--- src/rtl/mon_tx_pkg.sv ---
// Shared types for the monitor channel transmitter.
package mon_tx_pkg;
    typedef enum logic [1:0] {
        ST_IDLE = 2'd0,  // no message open, filler on the channel
        ST_SEND = 2'd1,  // byte driven, waiting for acknowledge
        ST_GAP  = 2'd2,  // one inactive frame after an acknowledge
        ST_EOM  = 2'd3   // second inactive frame closing the message
    } mon_tx_state_e;
endpackage

--- src/rtl/mon_tx_ackdet.sv ---
// Acknowledge and timeout detector.
// Counts strobes while a byte is driven and remembers the acknowledge bit
// seen at the previous strobe. An acknowledge is an active-to-inactive
// transition seen across two strobes of the same byte, and only after the
// minimum hold time. Assumes that load pulses only together with frame_stb.
module mon_tx_ackdet #(
    parameter int MIN_HOLD = 2,
    parameter int TIMEOUT  = 16
) (
    input  logic clk,
    input  logic rst_n,
    input  logic frame_stb,
    input  logic load,
    input  logic sending,
    input  logic dn_mr_n,
    output logic ack,
    output logic timeout
);
    localparam int CW = $clog2(TIMEOUT + 1);
    localparam logic [CW-1:0] CNT_LAST = CW'(TIMEOUT - 1);
    localparam logic [CW-1:0] CNT_HOLD = CW'(MIN_HOLD - 1);

    logic          mr_prev;
    logic [CW-1:0] fcnt;

    // Track the previous acknowledge level and the frames spent on this byte.
    always_ff @(posedge clk) begin
        if (!rst_n) begin
            mr_prev <= 1'b0;
            fcnt    <= '0;
        end else if (frame_stb) begin
            if (load || !sending) begin
                mr_prev <= 1'b0;
                fcnt    <= '0;
            end else begin
                mr_prev <= !dn_mr_n;
                if (fcnt != CNT_LAST) fcnt <= fcnt + 1'b1;
            end
        end
    end

    // Falling-activity edge of the acknowledge after the minimum hold.
    always_comb ack = frame_stb && sending && mr_prev && dn_mr_n && (fcnt >= CNT_HOLD);

    // Limit reached with no acknowledge so far.
    always_comb timeout = frame_stb && sending && (fcnt == CNT_LAST);

    p_count_bound_r7: assert property (@(posedge clk) disable iff (!rst_n)
        fcnt <= CNT_LAST)
        else $error("frame counter beyond limit");
endmodule

--- src/rtl/mon_tx_datapath.sv ---
// Byte holding register and channel output mux.
// Captures the source byte and its last flag on load. Drives the held
// byte with the strobe bit active while sending, and all-ones filler with
// the strobe bit inactive otherwise.
module mon_tx_datapath #(
    parameter int W = 8
) (
    input  logic         clk,
    input  logic         rst_n,
    input  logic         load,
    input  logic [W-1:0] src_data,
    input  logic         src_last,
    input  logic         sending,
    output logic         last_q,
    output logic         up_mx_n,
    output logic [W-1:0] up_mon
);
    localparam logic [W-1:0] FILLER = {W{1'b1}};

    logic [W-1:0] byte_q;

    // Hold the byte being transmitted and whether it closes the message.
    always_ff @(posedge clk) begin
        if (!rst_n) begin
            byte_q <= FILLER;
            last_q <= 1'b0;
        end else if (load) begin
            byte_q <= src_data;
            last_q <= src_last;
        end
    end

    // Select held byte or filler onto the channel.
    always_comb begin
        up_mx_n = !sending;
        up_mon  = sending ? byte_q : FILLER;
    end
endmodule

--- src/rtl/mon_tx.sv ---
// Monitor channel response transmitter (top).
// Sequences bytes through the send, gap and closing frames. Aborts on a
// collision, on an acknowledge timeout, or when the source runs dry in
// mid-message. All state moves on frame_stb. Assumes that frame_stb is a
// single-cycle pulse and that the source holds its byte until it is taken.
module mon_tx
    import mon_tx_pkg::*;
#(
    parameter int W        = 8,
    parameter int MIN_HOLD = 2,
    parameter int TIMEOUT  = 16
) (
    input  logic         clk,
    input  logic         rst_n,
    input  logic         frame_stb,
    input  logic         src_valid,
    input  logic [W-1:0] src_data,
    input  logic         src_last,
    output logic         src_ready,
    input  logic         dn_mr_n,
    input  logic [W-1:0] dn_mon,
    output logic         up_mx_n,
    output logic [W-1:0] up_mon,
    output logic         tx_done,
    output logic         tx_abort
);
    localparam logic [W-1:0] FILLER = {W{1'b1}};

    mon_tx_state_e state_q, state_d;
    logic          load, sending, last_q, ack, timeout, collide;
    logic          fire_done, fire_abort;

    always_comb sending = (state_q == ST_SEND);
    always_comb collide = (state_q != ST_IDLE) && (dn_mon != FILLER);

    // Source handshake: only on a strobe, in idle or in a gap that expects more.
    always_comb src_ready = frame_stb &&
        ((state_q == ST_IDLE) || ((state_q == ST_GAP) && !last_q));
    always_comb load = src_ready && src_valid;

    mon_tx_ackdet #(.MIN_HOLD(MIN_HOLD), .TIMEOUT(TIMEOUT)) i_ackdet (
        .clk       (clk),
        .rst_n     (rst_n),
        .frame_stb (frame_stb),
        .load      (load),
        .sending   (sending),
        .dn_mr_n   (dn_mr_n),
        .ack       (ack),
        .timeout   (timeout)
    );

    mon_tx_datapath #(.W(W)) i_datapath (
        .clk      (clk),
        .rst_n    (rst_n),
        .load     (load),
        .src_data (src_data),
        .src_last (src_last),
        .sending  (sending),
        .last_q   (last_q),
        .up_mx_n  (up_mx_n),
        .up_mon   (up_mon)
    );

    // Next-state decision at each strobe; collision outranks acknowledge and timeout.
    always_comb begin
        state_d    = state_q;
        fire_done  = 1'b0;
        fire_abort = 1'b0;
        if (frame_stb) begin
            unique case (state_q)
                ST_IDLE: if (src_valid) state_d = ST_SEND;
                ST_SEND: begin
                    if (collide)      begin state_d = ST_IDLE; fire_abort = 1'b1; end
                    else if (ack)     state_d = ST_GAP;
                    else if (timeout) begin state_d = ST_IDLE; fire_abort = 1'b1; end
                end
                ST_GAP: begin
                    if (collide)        begin state_d = ST_IDLE; fire_abort = 1'b1; end
                    else if (last_q)    state_d = ST_EOM;
                    else if (src_valid) state_d = ST_SEND;
                    else                begin state_d = ST_IDLE; fire_abort = 1'b1; end
                end
                ST_EOM: begin
                    state_d = ST_IDLE;
                    if (collide) fire_abort = 1'b1;
                    else         fire_done  = 1'b1;
                end
                default: state_d = ST_IDLE;
            endcase
        end
    end

    // Register the state and the one-cycle result pulses.
    always_ff @(posedge clk) begin
        if (!rst_n) begin
            state_q  <= ST_IDLE;
            tx_done  <= 1'b0;
            tx_abort <= 1'b0;
        end else begin
            state_q  <= state_d;
            tx_done  <= fire_done;
            tx_abort <= fire_abort;
        end
    end

    p_ack_while_driving_r3: assert property (@(posedge clk) disable iff (!rst_n)
        ack |-> !up_mx_n)
        else $error("acknowledge taken with no byte driven");

    p_done_after_idle_frame_r5: assert property (@(posedge clk) disable iff (!rst_n)
        tx_done |-> $past(up_mx_n))
        else $error("done without a closing inactive frame");

    p_abort_to_filler_r6: assert property (@(posedge clk) disable iff (!rst_n)
        tx_abort |-> (up_mx_n && (up_mon == FILLER)))
        else $error("abort left the channel driven");

    p_outputs_hold_r9: assert property (@(posedge clk) disable iff (!rst_n)
        !frame_stb |=> ($stable(up_mx_n) && $stable(up_mon)))
        else $error("channel output moved between strobes");

    p_pulses_exclusive_r10: assert property (@(posedge clk) disable iff (!rst_n)
        !(tx_done && tx_abort))
        else $error("done and abort together");
endmodule

--- config.mk ---
export PLATFORM = sky130hd
export DESIGN_NAME = mon_tx
export DESIGN_NICKNAME = d
export VERILOG_FILES = /design/src/rtl/mon_tx_pkg.sv /design/src/rtl/mon_tx_ackdet.sv /design/src/rtl/mon_tx_datapath.sv /design/src/rtl/mon_tx.sv
export SDC_FILE = /design/constraint.sdc
export NUM_CORES = 1
export LEC_CHECK = 0
export ABC_AREA = 0
export BUFFER_PORTS_ARGS = -buffer_cell sky130_fd_sc_hd__buf_2
export CAP_MARGIN = 25
export CORE_AREA = 5 5 61 77
export CTS_CLUSTER_DIAMETER = 50
export CTS_CLUSTER_SIZE = 14
export DETAILED_ROUTE_END_ITERATION = 10
export DIE_AREA = 0 0 66 82
export SYNTH_ARGS = -nofsm -noshare
export SYNTH_HDL_FRONTEND = slang
export SYNTH_SLANG_ARGS = --single-unit
--- constraint.sdc ---
create_clock -name clk -period 2.2 [get_ports clk]
set_input_delay 0.66 -clock clk [delete_from_list [all_inputs] [get_ports clk]]
set_output_delay 0.66 -clock clk [all_outputs]
set_load 0.02 [all_outputs]
## Yosys cells after proc, flatten, opt, wreduce, memory -nomap -nowiden

Cells that the tools add are included.

- Flip-flop bits (word level): 19
- Output and inout bits: 12

- Add/sub/neg operators: 1
- Order comparisons: 1
- Eq/ne operators: 8
- Muxes and demuxes: 21
- Reduce and logical (&&, ||, !) cells: 21

Operators with widths:

| kind | count |
|---|---|
| two-way mux 2 bit | 6 |
| two-way mux 1 bit | 10 |
| two-way mux 5 bit | 2 |
| logical AND 1 bit | 9 |
| two-way mux 8 bit | 1 |
| != test 8 bit (second input constant) | 1 |
| case mux 2 bit (4 select lines) | 1 |
| AND reduction 3 bit | 2 |
| adder 5 x 1 -> 5 bit (second input constant) | 1 |
| == test 5 x 4 -> 1 bit (second input constant) | 1 |
| greater-or-equal comparator 5 x 1 -> 1 bit (second input constant) | 1 |
| != test 5 x 4 -> 1 bit (second input constant) | 1 |
| == test 2 bit (second input constant) | 2 |
| != test 4 bit (second input constant) | 1 |
| AND reduction 2 bit | 2 |
| nonzero test 2 bit | 2 |
| logical NOT 1 bit | 3 |
| case mux 1 bit (3 select lines) | 1 |
| == test 2 x 1 -> 1 bit (second input constant) | 1 |
| logical NOT 2 bit | 1 |
| logical OR 1 bit | 2 |
| != test 2 bit (second input constant) | 1 |

## Depth between registers and ports, before layout

- Depth in word-level cells: 8
- Depth in mapped cells: 7
- Mapped depth without buffers: 7

## Hierarchy

Synthesis repeated with hierarchy kept, for this count alone.

- Cell total of the unflattened synthesis: 120
- Area, all modules: 1109.8 sq um

Modules (own cells, without submodules):

| module | times used | cells an instance | area an instance (sq um) | seq. area each (sq um) |
|---|---|---|---|---|
| mon_tx_ackdet | 1 | 42 | 377.9 | 120.1 |
| mon_tx_datapath | 1 | 38 | 377.9 | 180.2 |
| mon_tx | 1 | 40 | 354.1 | 80.1 |

## Least setup slack after synthesis

OpenSTA, ideal clock, no wires.

- Path kind: in2out
- Start: in frame_stb
- End: out src_ready
- Arrival time: 1.173 ns
- Path slack: 0.367 ns
- Stages on the path: 3
- Buffers on the path: 1
- Path through: buf_4 -> inv_1 -> nor2_1

- Cells in the longest elaborated chain, start to end: 1

RTL lines:

| what | RTL line | source |
|---|---|---|
| start: declaration | mon_tx.sv:15 | `input logic frame_stb,` |
| logical AND 1 bit | mon_tx.sv:37 | `always_comb src_ready = frame_stb &&` |
| end: declaration | mon_tx.sv:19 | `output logic src_ready,` |

No other way between the ends.

## Final worst setup path

- Start: reg state_q[0]
- End: out src_ready

- Cells in the longest elaborated chain, start to end: 4
- Elaborated cells on any way between the ends: 5
- Those cells by class: eq/ne: 1; reduce/logical: 4

RTL lines:

| what | RTL line | source |
|---|---|---|
| start: declaration | mon_tx.sv:29 | `mon_tx_state_e state_q, state_d;` |
| start signal: assignment | mon_tx.sv:100 | `state_q <= state_d;` |
| == test 2 bit | mon_tx.sv:38 | `((state_q == ST_IDLE) \|\| ((state_q == ST_GAP) && !last_q));` |
| logical AND 1 bit | mon_tx.sv:38 |  |
| logical OR 1 bit (*) | mon_tx.sv:38 |  |
| logical AND 1 bit (*) | mon_tx.sv:37 |  |

Every way passes the cells marked *; elsewhere a longest branch is shown, timed or not.

==> reports/results.tsv <==
metric	value	unit
grt_pass1_wl	4030	µm
synth-warning-count	0	
ir_worst_vdd	0.380	mV
ys_ff_latch	19	
drt_iter0_markers	34	
track_usage	0.0948	
syn-num-nets	155	
tightest_slew	0.353	ns
grt_pass1_vias	900	
path_cells	inv_2, ha_2, nor2b_2, nor2_1, nor2_1, buf_4	
required	1.54	ns
drc	0	
postCtsSetupBuffers	0	
clk_path_buf_depth	2	
syn-cell-area	1120	µm²
period_needed	2.08	ns
setup_violations	0	
crit_path_top_delay_cell	dfxtp_1	
post-route-util	0.350	
crit_family	flip-flops	
clkLatencyLatePin	0.25	ns
start_util	0.284	
ys_top_cells_by_area	dfxtp_1 34%, ha_1 10%, mux2i_1 9.9%, nand2b_1 5.6%, nand2_1 5.4%	
dp_cells	209	
cts.sinks	19	
port_buffers	33	
clock_skew	0.00250	ns
holdPathEnd	i_datapath.byte_q[4]$_SDFFE_PN1P_	
detail_route.first_pass.iterations	4	
relSlewSlack	0.764	
core	3940	µm²
avgSynthCellArea	9.01	µm²
clk_pin_slew	0.07	ns
synthToLayoutAreaGrowth	23.4	%
antenna_cells	0	
worstPathMaxFanout	5	
drive_gt1_frac	0.299	
rsz0062_at_grt	false	
cts-root-buf	clkbuf_8	
setup_ws	0.115	ns
pre_cts_ws	0.244	ns
hp-class	flop to flop	
min_from	i_datapath.byte_q[4]$_SDFFE_PN1P_	
critPathBufInv	2	
status	finished clean	
slew_viol_final	0	
wl	2380	µm
gp_congestion	0.806	
synth-async-reset-ratio	0	
die_h	82	µm
cts_tree	built	
start_kind	flop	
period_share	0.948	
timing.fmax	480	MHz
num_vias	927	
worstRegToRegCells	7	
r2r_setup_slack	0.46	ns
cp-end-kind	primary output	
top_level_ports	34	
max_stage_delay	0.42	ns
wl_per_cell	11.2	µm
grt_overflow	0	
tns	0	ns
critPathKind	flop to primary output	
die_x	66	µm
yosysTopAreaCellShare	0.340	
regToRegStartpoint	i_ackdet.fcnt[0]$_SDFFE_PN0P_	
grt_max_degree	22	
fin_cells	213	
ys.flop_type	dfxtp_1	
die-area	5410	µm²
hold-path-cell-count	2	
synth_cell_type_count	35	
hold_viol	0	
synth_edf_count	0	
antenna_found_initial	0	
powerDensity	646	nW/µm²
fin_nets	189	
synth_common_cells	19 x dfxtp_1, 16 x nand2_1, 11 x mux2i_1	
fp-row-count	26	
maxCapViolCount	0	
place.detailed.hpwl	1820	µm
r2r-end	i_ackdet.fcnt[3]$_SDFFE_PN0P_	
htreeDepth	1	
cts_buffers	3	
syn_inst	124	
viasPerCell	4.35	
yosysMostFrequentCell	dfxtp_1	
fillers	428	
synth_largest_area_cell	dfxtp_1	
p_leak	0.596	nW
cp_common_cell	nor2_1	
holdWs	0.468	ns
hold_buffers	0	
cp_data_arrival_time	1.42	ns
yosysSeqAreaShare	0.340	
ant_nets	0	
layout by cell type (no fill, tap or decap), types with 2 or more instances in the layout:
cell / netlist / final
a21oi_1: 2 / 2
and2_1: 5 / 5
and3_1: 3 / 3
buf_2: 1 / 32
buf_4: 2 / 2
clkbuf_8: 0 / 3
dfxtp_1: 19 / 19
ha_1: 9 / 7
ha_2: 0 / 2
inv_1: 9 / 8
mux2i_1: 11 / 11
nand2_1: 16 / 16
nand2b_1: 10 / 10
nand4_1: 3 / 3
nand4b_1: 2 / 2
nor2_1: 3 / 3
nor2b_1: 3 / 2
nor3_1: 2 / 2
o211ai_2: 2 / 2
o21a_1: 2 / 2
o21ai_0: 3 / 3
o21ai_1: 2 / 2
final cells by class:
| type | instances | area (µm²) | share of cell area |
|---|---|---|---|
| sequential | 19 | 380 | 0.276 |
| tap | 56 | 70.1 | 0.0508 |
| clock buffer | 4 | 45.0 | 0.0327 |
| multi-input combinational | 91 | 674 | 0.489 |
| inverter | 9 | 33.8 | 0.0245 |
| timing repair buffer | 34 | 175 | 0.127 |
power by group:
part           total (mW)  internal [mW]  switching, mW
registers           0.385          0.365         0.0197
logic               0.265          0.114          0.150
clock network       0.241          0.128          0.112
worst register-to-register path, cell delays in order (launching register included):
cell and delay (ns):
dfxtp_1 0.37, ha_1 0.23, and3_1 0.18, ha_1 0.25, nand4b_1 0.23, a21oi_1 0.16
nor2b_1 0.06, o21a_1 0.17
timing repair:
action                                 CTS  global route
setup endpoints to repair                0             8
endpoints found under the hold margin    0             0
gates resized for setup                  0             5
sequential cells by signal, indices dropped and copies added (netlist names):
name               flops
state_q                2
i_datapath.last_q      1
tx_done                1
i_ackdet.mr_prev       1
tx_abort               1
i_ackdet.fcnt          5
i_datapath.byte_q      8
stage by stage:
stage               power (mW)  cell area (µm²)
global placement         0.651             1320
finish                   0.891             1380
CTS                      0.899             1370
global route             0.957             1380
floorplan                0.581             1120
detailed placement       0.652             1320
kinds of logic after synthesis:
logic type / after synthesis / synth area share
simple gates: 50 / 0.247
compound gates: 21 / 0.150
flops: 19 / 0.340
buf+inv: 14 / 0.0627
mux: 11 / 0.0985
fa+ha+maj: 9 / 0.101
worst max-delay path by stage:
stage	from	to	slack [ns]	cells past startpoint
global route	state_q[0]$_SDFFE_PN0P_	src_ready	0.00006	6
detailed placement	frame_stb	src_ready	0.24	4
global placement	frame_stb	src_ready	0.27	4
finish	state_q[0]$_SDFFE_PN0P_	src_ready	0.12	6
CTS	state_q[0]$_SDFFE_PN0P_	src_ready	0.02	6
floorplan	frame_stb	src_ready	0.37	3
layer usage:
layer / wire [µm] / global-route usage / vias up
met4: 23 / 0.0366 / 0
li1: - / - / 489
met2: 980 / 0.147 / 30
met1: 1180 / 0.124 / 406
met3: 199 / 0.0260 / 2
met5: 0 / 0 / -
Power figures use the tool's default switching activity.
